$ cat src/rtl/npc_pkg.sv
package npc_pkg;

  typedef enum logic [3:0] {
    OP_STEP   = 4'd0,
    OP_RJMP   = 4'd1,
    OP_RCALL  = 4'd2,
    OP_AJMP   = 4'd3,
    OP_ACALL  = 4'd4,
    OP_IJMP   = 4'd5,
    OP_ICALL  = 4'd6,
    OP_XJMP   = 4'd7,
    OP_XCALL  = 4'd8,
    OP_BFSET  = 4'd9,
    OP_BFCLR  = 4'd10,
    OP_BGE    = 4'd11,
    OP_BLT    = 4'd12,
    OP_BSH    = 4'd13,
    OP_BLO    = 4'd14,
    OP_SKIP   = 4'd15
  } npc_op_e;

  localparam int unsigned FLAG_C = 0;
  localparam int unsigned FLAG_N = 2;
  localparam int unsigned FLAG_V = 3;
  localparam int unsigned CYC_W  = 3;

endpackage

$ cat src/rtl/npc_rst_sync.sv
module npc_rst_sync #(
  parameter int unsigned STAGES = 2
) (
  input  logic clk,
  input  logic rst_n,
  output logic rst_n_sync
);

  logic [STAGES-1:0] chain_q;

  always_ff @(posedge clk or negedge rst_n) begin
    if (!rst_n) chain_q <= '0;
    else        chain_q <= {chain_q[STAGES-2:0], 1'b1};
  end

  assign rst_n_sync = chain_q[STAGES-1];

endmodule

$ cat src/rtl/npc_cond.sv
module npc_cond
  import npc_pkg::*;
#(
  parameter int unsigned SR_W  = 8,
  localparam int unsigned SEL_W = $clog2(SR_W)
) (
  input  npc_op_e           op,
  input  logic [SR_W-1:0]   status,
  input  logic [SEL_W-1:0]  flag_sel,
  input  logic              skip_cond,
  output logic              taken
);

  logic sel_bit, n_xor_v;

  always_comb begin
    sel_bit = status[flag_sel];
    n_xor_v = status[FLAG_N] ^ status[FLAG_V];
    unique case (op)
      OP_BFSET: taken = sel_bit;
      OP_BFCLR: taken = ~sel_bit;
      OP_BGE:   taken = ~n_xor_v;
      OP_BLT:   taken = n_xor_v;
      OP_BSH:   taken = ~status[FLAG_C];
      OP_BLO:   taken = status[FLAG_C];
      OP_SKIP:  taken = skip_cond;
      default:  taken = 1'b0;
    endcase
  end

endmodule

$ cat src/rtl/npc_select.sv
module npc_select
  import npc_pkg::*;
#(
  parameter int unsigned PC_W  = 22,
  parameter int unsigned PTR_W = 16,
  parameter int unsigned REL_W = 12,
  parameter int unsigned BR_W  = 7,
  localparam int unsigned EXT_W = PC_W - PTR_W
) (
  input  npc_op_e           op,
  input  logic [PC_W-1:0]   pc,
  input  logic [REL_W-1:0]  rel_off,
  input  logic [PC_W-1:0]   abs_tgt,
  input  logic [PTR_W-1:0]  ptr,
  input  logic [EXT_W-1:0]  ext,
  input  logic              taken,
  input  logic              two_word,
  output logic [PC_W-1:0]   npc,
  output logic [CYC_W-1:0]  cyc
);

  logic [PC_W-1:0] rel_long, rel_short, seq_pc, jmp_pc, br_pc, skip_pc;

  always_comb begin
    rel_long  = {{(PC_W-REL_W){rel_off[REL_W-1]}}, rel_off};
    rel_short = {{(PC_W-BR_W){rel_off[BR_W-1]}}, rel_off[BR_W-1:0]};
    seq_pc    = pc + PC_W'(1);
    jmp_pc    = seq_pc + rel_long;
    br_pc     = seq_pc + rel_short;
    skip_pc   = pc + (two_word ? PC_W'(3) : PC_W'(2));
  end

  always_comb begin
    npc = seq_pc;
    cyc = CYC_W'(1);
    unique case (op)
      OP_STEP:  begin npc = seq_pc;  cyc = CYC_W'(1); end
      OP_RJMP:  begin npc = jmp_pc;  cyc = CYC_W'(2); end
      OP_RCALL: begin npc = jmp_pc;  cyc = CYC_W'(3); end
      OP_AJMP:  begin npc = abs_tgt; cyc = CYC_W'(3); end
      OP_ACALL: begin npc = abs_tgt; cyc = CYC_W'(4); end
      OP_IJMP:  begin npc = {{EXT_W{1'b0}}, ptr}; cyc = CYC_W'(2); end
      OP_ICALL: begin npc = {{EXT_W{1'b0}}, ptr}; cyc = CYC_W'(3); end
      OP_XJMP:  begin npc = {ext, ptr}; cyc = CYC_W'(2); end
      OP_XCALL: begin npc = {ext, ptr}; cyc = CYC_W'(4); end
      OP_SKIP: begin
        if (taken) begin
          npc = skip_pc;
          cyc = two_word ? CYC_W'(3) : CYC_W'(2);
        end
      end
      default: begin
        if (taken) begin
          npc = br_pc;
          cyc = CYC_W'(2);
        end
      end
    endcase
  end

endmodule

$ cat src/rtl/npc_unit.sv
module npc_unit
  import npc_pkg::*;
#(
  parameter int unsigned PC_W  = 22,
  parameter int unsigned PTR_W = 16,
  parameter int unsigned REL_W = 12,
  parameter int unsigned BR_W  = 7,
  parameter int unsigned SR_W  = 8,
  localparam int unsigned EXT_W = PC_W - PTR_W,
  localparam int unsigned SEL_W = $clog2(SR_W)
) (
  input  logic              clk,
  input  logic              rst_n,
  input  logic              issue,
  input  logic [3:0]        op,
  input  logic [PC_W-1:0]   cur_pc,
  input  logic [REL_W-1:0]  rel_off,
  input  logic [PC_W-1:0]   abs_tgt,
  input  logic [PTR_W-1:0]  ptr,
  input  logic [EXT_W-1:0]  ext,
  input  logic [SR_W-1:0]   status,
  input  logic [SEL_W-1:0]  flag_sel,
  input  logic              skip_cond,
  input  logic              next_two_word,
  output logic [PC_W-1:0]   next_pc,
  output logic [CYC_W-1:0]  cycles
);

  logic              rst_n_s;
  npc_op_e           op_e;
  logic              taken;
  logic [PC_W-1:0]   npc_d, npc_q;
  logic [CYC_W-1:0]  cyc_d, cyc_q;

  assign op_e = npc_op_e'(op);

  npc_rst_sync #(.STAGES(2)) u_rst (
    .clk        (clk),
    .rst_n      (rst_n),
    .rst_n_sync (rst_n_s)
  );

  npc_cond #(.SR_W(SR_W)) u_cond (
    .op        (op_e),
    .status    (status),
    .flag_sel  (flag_sel),
    .skip_cond (skip_cond),
    .taken     (taken)
  );

  npc_select #(
    .PC_W(PC_W), .PTR_W(PTR_W), .REL_W(REL_W), .BR_W(BR_W)
  ) u_sel (
    .op       (op_e),
    .pc       (cur_pc),
    .rel_off  (rel_off),
    .abs_tgt  (abs_tgt),
    .ptr      (ptr),
    .ext      (ext),
    .taken    (taken),
    .two_word (next_two_word),
    .npc      (npc_d),
    .cyc      (cyc_d)
  );

  always_ff @(posedge clk or negedge rst_n_s) begin
    if (!rst_n_s) begin
      npc_q <= '0;
      cyc_q <= '0;
    end else if (issue) begin
      npc_q <= npc_d;
      cyc_q <= cyc_d;
    end
  end

  assign next_pc = npc_q;
  assign cycles  = cyc_q;

  assert_hold_R1: assert property (@(posedge clk) disable iff (!rst_n_s)
    !issue |=> $stable(next_pc) && $stable(cycles));

  assert_step_R2: assert property (@(posedge clk) disable iff (!rst_n_s)
    issue && op == 4'd0 |=> next_pc == $past(cur_pc) + PC_W'(1) && cycles == CYC_W'(1));

  assert_indirect_R5: assert property (@(posedge clk) disable iff (!rst_n_s)
    issue && (op == 4'd5 || op == 4'd6) |=> next_pc == {{EXT_W{1'b0}}, $past(ptr)});

  assert_branch_cyc_R7: assert property (@(posedge clk) disable iff (!rst_n_s)
    issue && op >= 4'd9 && op <= 4'd14 |=> cycles == CYC_W'(1) || cycles == CYC_W'(2));

  assert_skip_none_R10: assert property (@(posedge clk) disable iff (!rst_n_s)
    issue && op == 4'd15 && !skip_cond |=> next_pc == $past(cur_pc) + PC_W'(1) && cycles == CYC_W'(1));

endmodule

$ cat config.mk
export PLATFORM = sky130hd
export DESIGN_NAME = npc_unit
export DESIGN_NICKNAME = d
export VERILOG_FILES = /design/src/rtl/npc_pkg.sv /design/src/rtl/npc_rst_sync.sv /design/src/rtl/npc_cond.sv /design/src/rtl/npc_select.sv /design/src/rtl/npc_unit.sv
export SDC_FILE = /design/constraint.sdc
export NUM_CORES = 1
export LEC_CHECK = 0
export ABC_AREA = 0
export BUFFER_PORTS_ARGS = -buffer_cell sky130_fd_sc_hd__buf_2
export CORE_ASPECT_RATIO = 2
export CORE_MARGIN = 2
export CORE_UTILIZATION = 35
export CTS_CLUSTER_DIAMETER = 80
export CTS_CLUSTER_SIZE = 10
export DETAILED_ROUTE_END_ITERATION = 6
export GPL_TIMING_DRIVEN = 0
export SYNTH_ARGS = -nofsm -noshare
export SYNTH_HDL_FRONTEND = slang
export SYNTH_SLANG_ARGS = --single-unit
$ cat constraint.sdc
create_clock -name clk -period 2.1 [get_ports clk]
set_clock_uncertainty 0.2 [all_clocks]
set_input_delay 0.21 -clock clk [delete_from_list [all_inputs] [get_ports clk]]
set_output_delay 0.21 -clock clk [all_outputs]
set_load 0.01 [all_outputs]
==> flow_summary.yaml <==
sta:
  final_hold_viol_count: 0
  fmax_mhz: 320
  hold_ws_ps: 33.5
  rsz_0062_raised_after_global_routing: "true"
  timing_worst_slew_pin_value_ps: 1110
  setup_slack_ps: -1030
  final.period_utilization_pct: 149
  finalSetupViolCount: 24
  finalCriticalPeriod_ps: 3130
  max_slew_margin_pct: 25.2
  maxSlewViolCount: 0
  final_sum_of_negative_setup_slack_ps: -15850
critical_path:
  timing.critical_path.fanout_max: 6
  cp-end-kind: "flip-flop"
  worstSetupStartpointType: "input port"
  worst_r2r_endpoint: "next_pc[2]$_DFFE_PN0P_"
  r2r_start: "next_pc[2]$_DFFE_PN0P_"
  worst_ep_required_time_ps: 2110
  worst_path_arrival_time_ps: 3130
  reg2regPathDepth: 2
  criticalPathCategory: "in2reg"
  timing.reg2reg.setup_slack_ps: 1030
placed_design:
  place_area_mm2: 0.00576
  detailedPlace.worstSlack_ps: -2000
  numPortBuffers: 118
  place.detailed.hpwl_um: 16900
  gpl_congestion: 0.941
logic_synthesis:
  synth_common_cells: "sky130_fd_sc_hd__a21oi_1, sky130_fd_sc_hd__nor2_1, sky130_fd_sc_hd__nand2_1"
  synth-seq-cells: 27
  synth_top_cell_area_share_pct: 13.9
  netlist_instances: 630
  yosysWarnings: 0
  synth_top_area_cell: "sky130_fd_sc_hd__dfrtp_1"
  syn_nets: 770
  asyncSetResetFlopFracSynth_pct: 100
  synth-edff-count: 0
  synth.lib_cells_used.distinct: 78
  seq_area_frac_synth_pct: 13.9
  postSynth.topFlopCell: "sky130_fd_sc_hd__dfrtp_1"
  synth.top_cells.by_area: "sky130_fd_sc_hd__dfrtp_1, sky130_fd_sc_hd__ha_1, sky130_fd_sc_hd__a21oi_1"
  post_synth_instance_area_mm2: 0.00485
  post_synth.cell_area_avg_um2: 7.70
die:
  coreArea_mm2: 0.0135
  start_util_pct: 35.9
  design.die.area_mm2: 0.0149
  std_cell_rows: 60
  ios: 123
  dieHeight_um: 171
  die_w_um: 87.3
clock_network:
  cts-buffers-inserted: 3
  cts_sinks: 27
  ctsRootBufferMaster: "sky130_fd_sc_hd__clkbuf_16"
  cts_tree: "done"
  clk_latency_ps: 280
  clk_transition_reported_paths_ps: 80
  ctsHtreeMaxLevel: 1
  cts_max_path_buffers: 2
pwr:
  p_per_area_mw_per_mm2: 433
  ir_drop_mv: 0.334
  power_switching_share_pct: 43.6
  power_frac_comb_pct: 65.0
  sequentialPowerShare_pct: 19.5
  post-layout-total-power_mw: 3.32
  leakage_nw: 3.22
  power.internal_mw: 1.87
  clock_power_share_pct: 15.4
  power.net_switching_mw: 1.45
global_routing:
  first_global_vias: 6229
  top_usage_layer: "met2"
  initial_antenna_violation_count: 0
  gr-usage-all-layers_pct: 29.9
  wire_length_of_the_first_global_routing_pass_um: 33800
  globalRouteMet1Util_pct: 30.8
  grt_use_met3_pct: 2.41
  grt.met2_usage_pct: 56.9
  grt_start_max_net_pins: 26
  grt-ovfl-total: 0
final_layout:
  fill_cells: 1233
  areaGrowthSynthToFinish_pct: 57.8
  share_of_layout_cells_above_drive_strength_1_pct: 45.0
  diodes: 0
  finished_layout_cell_area_mm2: 0.00766
  final_net_count: 967
detailed_routing:
  drt-initial-drc-count: 403
  drt_via_density: 6.34
  detailedRoute.firstPassIterationCount: 4
  dr_vias: 6216
  routed_wire_length_per_instance_um: 23.8
  post-route-drc-count: 0
  drt.antenna.violating_nets: 0
  wl_um: 23300
run_status:
  violated_checks: "setup timing"
  outcome: "finished, violations left"
flow_run:
  cap_viol_max_count: 0
worst_hold_path:
  min-delay-path-class: "in2async"
-- flip-flops by register name (all words and copies together) (netlist names) --
signal         flops
u_rst.chain_q      2
cycles             3
next_pc           22
-- routing by layer --
metal,up-vias,routed length (um)
met2,270,12700
li1,2826,-
met1,3034,8090
met4,0,1590
met5,-,0
met3,86,952
-- worst max-delay path by stage --
stage | start | endpoint | slack, ps | cells after the start
after floorplan | cur_pc[2] | next_pc[21]$_DFFE_PN0P_ | -1290 | 13
after global placement | cur_pc[0] | next_pc[21]$_DFFE_PN0P_ | -1980 | 15
after detailed placement | cur_pc[0] | next_pc[20]$_DFFE_PN0P_ | -2000 | 14
after CTS | cur_pc[2] | next_pc[21]$_DFFE_PN0P_ | -1050 | 14
after global routing | cur_pc[2] | next_pc[21]$_DFFE_PN0P_ | -1140 | 16
final | cur_pc[0] | next_pc[21]$_DFFE_PN0P_ | -1030 | 15
-- worst max-delay path: stages --
cell and delay, ps:
sky130_fd_sc_hd__buf_6 110, sky130_fd_sc_hd__ha_4 200, sky130_fd_sc_hd__inv_2 60, sky130_fd_sc_hd__or2_4 290, sky130_fd_sc_hd__nor2_4 150, sky130_fd_sc_hd__xor2_4 250
sky130_fd_sc_hd__ha_4 250, sky130_fd_sc_hd__o21ai_2 160, sky130_fd_sc_hd__a21oi_2 90, sky130_fd_sc_hd__a31o_2 250, sky130_fd_sc_hd__and4_1 210, sky130_fd_sc_hd__or3_4 380
sky130_fd_sc_hd__a31o_2 210, sky130_fd_sc_hd__a21o_1 170, sky130_fd_sc_hd__a31oi_1 150
-- area by class of cell --
class | instances | area (um2) | area share [%]
plain buffers | 23 | 200 | 2.61
clock buffers | 4 | 78.8 | 1.03
inverters | 25 | 93.8 | 1.23
multi-input cells | 553 | 5050 | 66.0
flip-flops and latches | 27 | 677 | 8.84
well taps | 155 | 194 | 2.53
repair buffers | 194 | 1360 | 17.8
-- repair_timing --
item / CTS / global route
endpoints found under the hold margin: 2 / 0
gates cloned: 1 / 0
hold buffers: 1 / 0
setup buffers: 55 / 23
pin swaps: 70 / 69
endpoints found under the setup margin: 24 / 24
gates resized for setup: 166 / 75
-- layout by cell type (no fill, tap or decap), types with 9 or more instances in the layout --
cell type	n
sky130_fd_sc_hd__buf_2	108
sky130_fd_sc_hd__buf_4	58
sky130_fd_sc_hd__nor2_1	46
sky130_fd_sc_hd__a21oi_1	39
sky130_fd_sc_hd__nand2_1	37
sky130_fd_sc_hd__dfrtp_1	26
sky130_fd_sc_hd__buf_6	24
sky130_fd_sc_hd__xor2_1	22
sky130_fd_sc_hd__ha_4	22
sky130_fd_sc_hd__inv_1	21
sky130_fd_sc_hd__o21ai_0	21
sky130_fd_sc_hd__xnor2_1	19
sky130_fd_sc_hd__a21o_1	19
sky130_fd_sc_hd__ha_1	17
sky130_fd_sc_hd__a221oi_1	15
sky130_fd_sc_hd__nand3_1	12
sky130_fd_sc_hd__nand4_1	11
sky130_fd_sc_hd__a221o_1	10
sky130_fd_sc_hd__o211ai_1	10
sky130_fd_sc_hd__a21oi_2	10
sky130_fd_sc_hd__buf_12	9
sky130_fd_sc_hd__xnor2_2	9
sky130_fd_sc_hd__clkbuf_1	9
sky130_fd_sc_hd__o21ai_1	9
-- stage by stage --
step | instances | util [%]
floorplan | 630 | -
global placement | 903 | 42.5
detailed placement | 904 | 42.6
CTS | 960 | 52.5
global route | 981 | 56.7
finish | 981 | 56.7
-- power by group through the flow --
| stage | logic [mW] | registers [mW] | clock network, mW |
|---|---|---|---|
| 2_1_floorplan | 0.944 | 0.688 | 0 |
| 3_3_place_gp | 1.48 | 0.654 | 0 |
| 3_5_place_dp | 1.50 | 0.657 | 0 |
| 4_1_cts | 1.88 | 0.647 | 0.514 |
| 5_1_grt | 2.28 | 0.659 | 0.525 |
| 6_report | 2.16 | 0.648 | 0.513 |
-- cell families (layout without fill, tap and decap cells) --
kind of cell | count (synthesis) | in the layout | synth area share [%]
AO/OA/AOI/OAI | 241 | 241 | 35.1
XOR/XNOR | 61 | 61 | 11.3
adder cells (fa/ha/maj) | 43 | 43 | 11.2
buffers and inverters | 50 | 246 | 4.43
flip-flops | 27 | 27 | 13.9
multiplexers | 17 | 17 | 4.33
other | 1 | 1 | 0.0773
AND/OR/NAND/NOR | 190 | 190 | 19.6
(Power assumes the default switching activity.)
